<file path="src/rtl/frac_tick_pkg.sv">
package frac_tick_pkg;
  localparam int unsigned DEF_PRE_DIV  = 8;
  localparam int unsigned DEF_MOD_LONG = 41;
  localparam int unsigned DEF_SEQ_LEN  = 25;
  localparam int unsigned DEF_SQ_DIV   = 4;

  typedef struct packed {
    logic base_stb;
    logic period_end;
  } seq_evt_t;
endpackage

</file>
<file path="src/rtl/frac_prescale.sv">
module frac_prescale #(
  parameter int unsigned DIV = 8
) (
  input  logic clk,
  input  logic rst,
  input  logic halt_i,
  input  logic strobe_i,
  output logic base_stb_o
);
  localparam int unsigned CW = (DIV > 1) ? $clog2(DIV) : 1;

  logic accept;
  assign accept = strobe_i && !halt_i;

  generate
    if (DIV <= 1) begin : g_pass
      assign base_stb_o = accept;
    end else begin : g_div
      logic [CW-1:0] cnt_q;
      logic          wrap;
      assign wrap = (cnt_q == CW'(DIV - 1));

      always_ff @(posedge clk) begin
        if (rst) begin
          cnt_q <= '0;
        end else if (accept) begin
          cnt_q <= wrap ? '0 : cnt_q + 1'b1;
        end
      end

      assign base_stb_o = accept && wrap;
    end
  endgenerate
endmodule

</file>
<file path="src/rtl/frac_ratio_seq.sv">
module frac_ratio_seq
  import frac_tick_pkg::*;
#(
  parameter int unsigned MOD_LONG = 41,
  parameter int unsigned SEQ_LEN  = 25
) (
  input  logic     clk,
  input  logic     rst,
  input  logic     base_stb_i,
  output seq_evt_t evt_o,
  output logic     tick_o
);
  localparam int unsigned MOD_SHORT = MOD_LONG - 1;
  localparam int unsigned MW        = $clog2(MOD_LONG);
  localparam int unsigned SW        = $clog2(SEQ_LEN);

  logic [MW-1:0] mod_q;
  logic [SW-1:0] slot_q;
  logic          last_slot;
  logic [MW-1:0] limit;
  logic          period_end;

  assign last_slot  = (slot_q == SW'(SEQ_LEN - 1));
  assign limit      = last_slot ? MW'(MOD_SHORT - 1) : MW'(MOD_LONG - 1);
  assign period_end = (mod_q == limit);

  always_ff @(posedge clk) begin
    if (rst) begin
      mod_q  <= '0;
      slot_q <= '0;
    end else if (base_stb_i) begin
      if (period_end) begin
        mod_q  <= '0;
        slot_q <= last_slot ? '0 : slot_q + 1'b1;
      end else begin
        mod_q <= mod_q + 1'b1;
      end
    end
  end

  always_ff @(posedge clk) begin
    if (rst) tick_o <= 1'b0;
    else     tick_o <= base_stb_i && period_end;
  end

  assign evt_o.base_stb   = base_stb_i;
  assign evt_o.period_end = period_end;
endmodule

</file>
<file path="src/rtl/frac_sq_div.sv">
module frac_sq_div #(
  parameter int unsigned DIV = 4
) (
  input  logic clk,
  input  logic rst,
  input  logic base_stb_i,
  output logic sq_o
);
  localparam int unsigned CW   = (DIV > 1) ? $clog2(DIV) : 1;
  localparam int unsigned HALF = DIV / 2;

  logic [CW-1:0] cnt_q;

  always_ff @(posedge clk) begin
    if (rst) begin
      cnt_q <= '0;
    end else if (base_stb_i) begin
      cnt_q <= (cnt_q == CW'(DIV - 1)) ? '0 : cnt_q + 1'b1;
    end
  end

  assign sq_o = (cnt_q >= CW'(HALF));
endmodule

</file>
<file path="src/rtl/frac_tick_div.sv">
module frac_tick_div
  import frac_tick_pkg::*;
#(
  parameter int unsigned PRE_DIV  = DEF_PRE_DIV,
  parameter int unsigned MOD_LONG = DEF_MOD_LONG,
  parameter int unsigned SEQ_LEN  = DEF_SEQ_LEN,
  parameter int unsigned SQ_DIV   = DEF_SQ_DIV
) (
  input  logic clk,
  input  logic rst,
  input  logic halt_i,
  input  logic strobe_i,
  output logic tick100_o,
  output logic sq1024_o
);
  logic     base_stb;
  seq_evt_t evt;
  logic     evt_unused;

  frac_prescale #(.DIV(PRE_DIV)) u_pre (
    .clk(clk), .rst(rst), .halt_i(halt_i), .strobe_i(strobe_i),
    .base_stb_o(base_stb)
  );

  frac_ratio_seq #(.MOD_LONG(MOD_LONG), .SEQ_LEN(SEQ_LEN)) u_seq (
    .clk(clk), .rst(rst), .base_stb_i(base_stb), .evt_o(evt),
    .tick_o(tick100_o)
  );

  frac_sq_div #(.DIV(SQ_DIV)) u_sq (
    .clk(clk), .rst(rst), .base_stb_i(base_stb), .sq_o(sq1024_o)
  );

  assign evt_unused = ^evt;
endmodule

</file>
<file path="config.mk">
export PLATFORM = sky130hd
export DESIGN_NAME = frac_tick_div
export DESIGN_NICKNAME = d
export VERILOG_FILES = /design/src/rtl/frac_tick_pkg.sv /design/src/rtl/frac_prescale.sv /design/src/rtl/frac_ratio_seq.sv /design/src/rtl/frac_sq_div.sv /design/src/rtl/frac_tick_div.sv
export SDC_FILE = /design/constraint.sdc
export NUM_CORES = 1
export LEC_CHECK = 0
export ABC_AREA = 0
export ABC_CLOCK_PERIOD_IN_PS = 2500
export BUFFER_PORTS_ARGS = -buffer_cell sky130_fd_sc_hd__buf_2
export CELL_PAD_IN_SITES_DETAIL_PLACEMENT = 0
export CELL_PAD_IN_SITES_GLOBAL_PLACEMENT = 1
export CORE_ASPECT_RATIO = 0.5
export CORE_MARGIN = 2
export CORE_UTILIZATION = 25
export DETAILED_ROUTE_END_ITERATION = 8
export PLACE_DENSITY = 0.45
export SLEW_MARGIN = 20
export SYNTH_ARGS = -nofsm -noshare
export SYNTH_HDL_FRONTEND = slang
export SYNTH_SLANG_ARGS = --single-unit
export TNS_END_PERCENT = 1
</file>
<file path="constraint.sdc">
create_clock -name clk -period 2.5 [get_ports clk]
set_input_delay 0.5 -clock clk [delete_from_list [all_inputs] [get_ports clk]]
set_output_delay 0.5 -clock clk [all_outputs]
set_load 0.02 [all_outputs]
</file>
* Word level (Yosys, flattened, before mapping)
Index checks and enable logic that the tools add are counted.
Storage, ports and cells: bits in registers 17, word-level logic and storage cells 24
Operators by class: add/subtract/negate cells 4, magnitude comparators 1, eq/ne operators 4, muxes and demuxes 5, reduce and logical (&&, ||, !) cells 5
Operator list (count):
- adder 6 x 1 -> 6 bit (second input constant) | 1
- equality test 6 bit | 1
- 2-to-1 mux 6 bit | 1
- adder 5 x 1 -> 5 bit (second input constant) | 1
- equality test 5 bit (second input constant) | 1
- 2-to-1 mux 5 bit | 1
- 2-to-1 mux 4 bit | 1
- adder 3 x 1 -> 3 bit (second input constant) | 1
- equality test 3 bit (second input constant) | 1
- logical AND 1 bit | 3
- 2-to-1 mux 3 bit | 1
- adder 2 x 1 -> 2 bit (second input constant) | 1
- equality test 2 bit (second input constant) | 1
- greater-or-equal comparator 2 bit (second input constant) | 1
- 2-to-1 mux 2 bit | 1
- AND reduction 2 bit | 1
- logical NOT 1 bit | 1

* Logic depth before layout (Yosys ltp)
depth after elaboration 4, mapped depth 7, depth with buffers taken out 6

* Hierarchy
Synthesis repeated with hierarchy kept, for this count alone.
Second synthesis, totals: cell total of the unflattened synthesis 91, area total of the unflattened synthesis 889.6 um^2
Modules (own cells, without submodules):
- frac_ratio_seq | instances 1, cells an instance 67, area each 634.4 um^2
- frac_prescale | instances 1, cells an instance 14, area each 151.4 um^2
- frac_sq_div | instances 1, cells an instance 10, area each 103.8 um^2

* Worst setup path before layout
No wires, ideal clock.
path type register -> register, start point reg u_pre.g_div.cnt_q[0], end point reg u_seq.slot_q[2], library setup time 87 ps, arrival time 1724 ps, slack 689 ps, stages on the path, launching flop included 7, buffers on the path 0, period minus slack after synthesis 1811 ps, cell sequence dfxtp_1 -> ha_1 -> ha_1 -> and3b_1 -> nand4b_2 -> or4b_1 -> o31ai_1
Between the ends: cells in the longest elaborated chain, start to end 3
Ends and longest elaborated chain:
- start, declared | line frac_prescale.sv:19 | logic [CW-1:0] cnt_q;
- start signal, assigned | line frac_prescale.sv:27 | cnt_q <= wrap ? '0 : cnt_q + 1'b1;
- equality test 3 bit | line frac_prescale.sv:21 | assign wrap = (cnt_q == CW'(DIV - 1));
- logical AND 1 bit | line frac_prescale.sv:31 | assign base_stb_o = accept && wrap;
- AND reduction 2 bit (no source line)
- end signal, assigned | line frac_ratio_seq.sv:34 | slot_q <= last_slot ? '0 : slot_q + 1'b1;
- end, declared | line frac_ratio_seq.sv:18 | logic [SW-1:0] slot_q;
No other way between the ends. A chain may end at the register's enable or synchronous reset.

* Worst setup path in the final report
start point reg u_pre.g_div.cnt_q[0], end point reg u_seq.slot_q[4]
The elaborated chain is that of the path after synthesis.

==> results.md <==
* DP HPWL at 1180 um
* CP max-delay cell: or4b_1
* # Post-CTS Setup Buffers at 0
* CTS tree: built
* First-pass GRT wire length at 2700 um
* Global Route Usage Sum at 0.0937
* Top Family by Delay on Critical Path: simple AND/OR/NAND/NOR gates
* Largest family of logic cells by synthesized area: simple AND/OR/NAND/NOR gates
* Sequential fraction of the synthesis area at 0.409
* Worst VDD drop at 0.000174 V
* Placed Area at 903 sq um
* Slew @ Worst Pin at 0.623 ns
* Post-synth ARST share at 0
* Initial Util at 0.270
* Power per cell area at 512 nW/um^2
* CP most frequent cell: ha_1
* Design Area, Final at 948 sq um
* #FFs+latches synth at 17
* Commonest cells post-synth: dfxtp_1, nor2_1, nor3_1, ha_1, inv_1
* Crit-path max FO at 8
* DIE AREA at 3830 sq um
* Largest net degree at the start of global routing at 18
* Share of cells above drive strength 1 at 0.125
* Via count at 635
* Critical Path RT at 2.66 ns
* I/O Buffers at 5
* Antenna Nets Post-Route at 0
* Syn_nets at 100
* Vias in the first global route at 589
* Clock slew at reported path FFs at 0.06 ns
* Pwr Total at 486 uW
* RSZ-0062 raised after global routing: no
* Synthesized area at 832 sq um
* N_diodes at 0
* Die X at 85.6 um
* CP peak stage delay at 0.62 ns
* Leading area contributor after synthesis: dfxtp_1
* Die Ht at 44.8 um
* Final Setup Violations at 0
* GRT Residual Overflow at 0
* Synth cell types at 27
* TritonCTS Buffers at 3
* Initial antenna violation count at 0
* DR pass1 iterations at 4
* Clk_lat worst skew at 0.24 ns
* Synth-to-layout area growth at 14.0%
* Reg-to-Reg Start: u_pre.g_div.cnt_q[0]$_SDFFE_PP0P_
* Io pins at 6
* Num rows at 14
* Fin. Hold Viols at 0
* Top-area cell type share of the netlist area at 0.409
* Period utilization at 0.828
* Post-Synthesis Cells at 89
* HP Class: reg -> reg
* Final Core Density at 0.308
* Top FF cell, synth: dfxtp_1
* Clk buf depth at 2
* Post-synth EDFFs at 0
* Post-synthesis mux area share at 0.0361
* Synth Area in XOR/XNOR at 0.0526
* Setup crit start: u_pre.g_div.cnt_q[0]$_SDFFE_PP0P_
* Final Skew at 0.00131 ns
* Initial DRC Count at 27
* Drt wl/cell at 11.8 um
* Detailed Route WL at 1600 um
* Simple-gate share of the synthesized area at 0.263
* Sum Neg Setup Slack at 0 ns
* RePlAce Congestion at 0.731
* Fill cell count at 323
* NumNets Final at 108
* Post-CTS Resized at 0
* DRC violations left at 0
* Endpoint class of the critical path: flip-flop
* Worst Path Arrival at 2.23 ns
* Yosys warns at 0
* Crit-path cells: ha_1 -> ha_1 -> and3b_1 -> nand4b_2 -> or4b_1 -> o31ai_1
* Crit path kind: reg -> reg
* WHS at 0.473 ns
* Area contributors post-synth: dfxtp_1, ha_1, nor3_1
* Hold_buf cts at 0
* Post-Synth Adder-Cell Area at 0.105
* Fin crit period at 2.07 ns
* Max Clock Freq at 483 MHz
* Core area at 3080 sq um
* Post-synthesis compound-gate area fraction at 0.0977
* Most frequent cell after synthesis: dfxtp_1
* HP Start: u_seq.slot_q[4]$_SDFFE_PP0P_
* # H-tree levels at 1
* Critical path launch point type: flip-flop
* Fin. max-slew vios at 0
* P_leak at 0.362 nW
* Root Buffer: clkbuf_8
* Status: complete, no violations
* Slew margin rel. at 0.583
* Vias per cell at 4.67
* Sink Count at 17
* Syn Area/Cell at 9.35 sq um
* Crit path buffers/inverters at 0
* Max-cap viol count at 0
## cell usage in the layout (no fill, tap or decap), drive strengths merged, types with 3 or more instances in the layout
cell type,synthesis,routed
a21oi,4,4
buf,0,6
clkbuf,3,4
dfxtp,17,17
ha,7,7
inv,5,5
mux2i,3,3
nand2,4,4
nor2,8,8
nor3,8,8
o31ai,4,4
xor2,4,4
## final timing paths
path                                  endpoint  slack [ns]  cells past startpoint
setup / recovery  u_seq.slot_q[4]$_SDFFE_PP0P_        0.43                      6
setup reg to reg  u_seq.slot_q[4]$_SDFFE_PP0P_        0.43                      6
hold reg to reg   u_seq.slot_q[4]$_SDFFE_PP0P_        0.47                      1
hold / removal    u_seq.slot_q[4]$_SDFFE_PP0P_        0.47                      1
## cells by family after synthesis
logic type / after synthesis
AND/OR/NAND/NOR: 37
multiplexers: 3
flip-flops: 17
XOR/XNOR: 5
buffers and inverters: 8
adder cells (fa/ha/maj): 7
AO/OA/AOI/OAI: 12
## area by class of cell
type | instances | area, sq um | area share
well taps | 40 | 50.0 | 0.0528
repair buffers | 6 | 32.5 | 0.0343
clock buffers | 4 | 45.0 | 0.0475
multi-input cells | 64 | 462 | 0.487
flip-flops and latches | 17 | 340 | 0.359
inverters | 5 | 18.8 | 0.0198
## worst reg2reg max path, cell delays in order (launching register included)
cell and delay [ns]:
dfxtp_1 0.36, ha_1 0.17, ha_1 0.18, and3b_1 0.23
nand4b_2 0.22, or4b_1 0.62, o31ai_1 0.21
## stage by stage
step	setup slack (ns)	cells
2_1_floorplan	0.689	89
3_3_place_gp	0.521	132
3_5_place_dp	0.448	132
4_1_cts	0.418	136
5_1_grt	0.223	136
6_report	0.431	136
## state kept, by name, summed over array words and instances (netlist names)
register           cells
u_seq.mod_q            6
u_seq.slot_q           5
u_pre.g_div.cnt_q      3
u_sq.cnt_q             2
u_seq.tick_o           1
## where the power goes
| group | total, mW | switching, mW | internal [mW] |
|---|---|---|---|
| Combinational | 0.0130 | 0.00815 | 0.00483 |
| Clock | 0.199 | 0.0863 | 0.113 |
| Sequential | 0.274 | 0.00110 | 0.272 |
| Total | 0.486 | 0.0956 | 0.390 |
## layer usage
metal | vias up | part of all wire | global-route usage | wire length, um
li1 | 336 | - | - | -
met5 | - | 0 | 0 | 0
met1 | 289 | 0.54 | 0.115 | 865
met3 | 2 | 0.047 | 0.0512 | 75
met4 | 0 | 0.0044 | 0.00952 | 7
met2 | 8 | 0.41 | 0.153 | 655
Note: power is estimated with default switching activity, not from simulation.
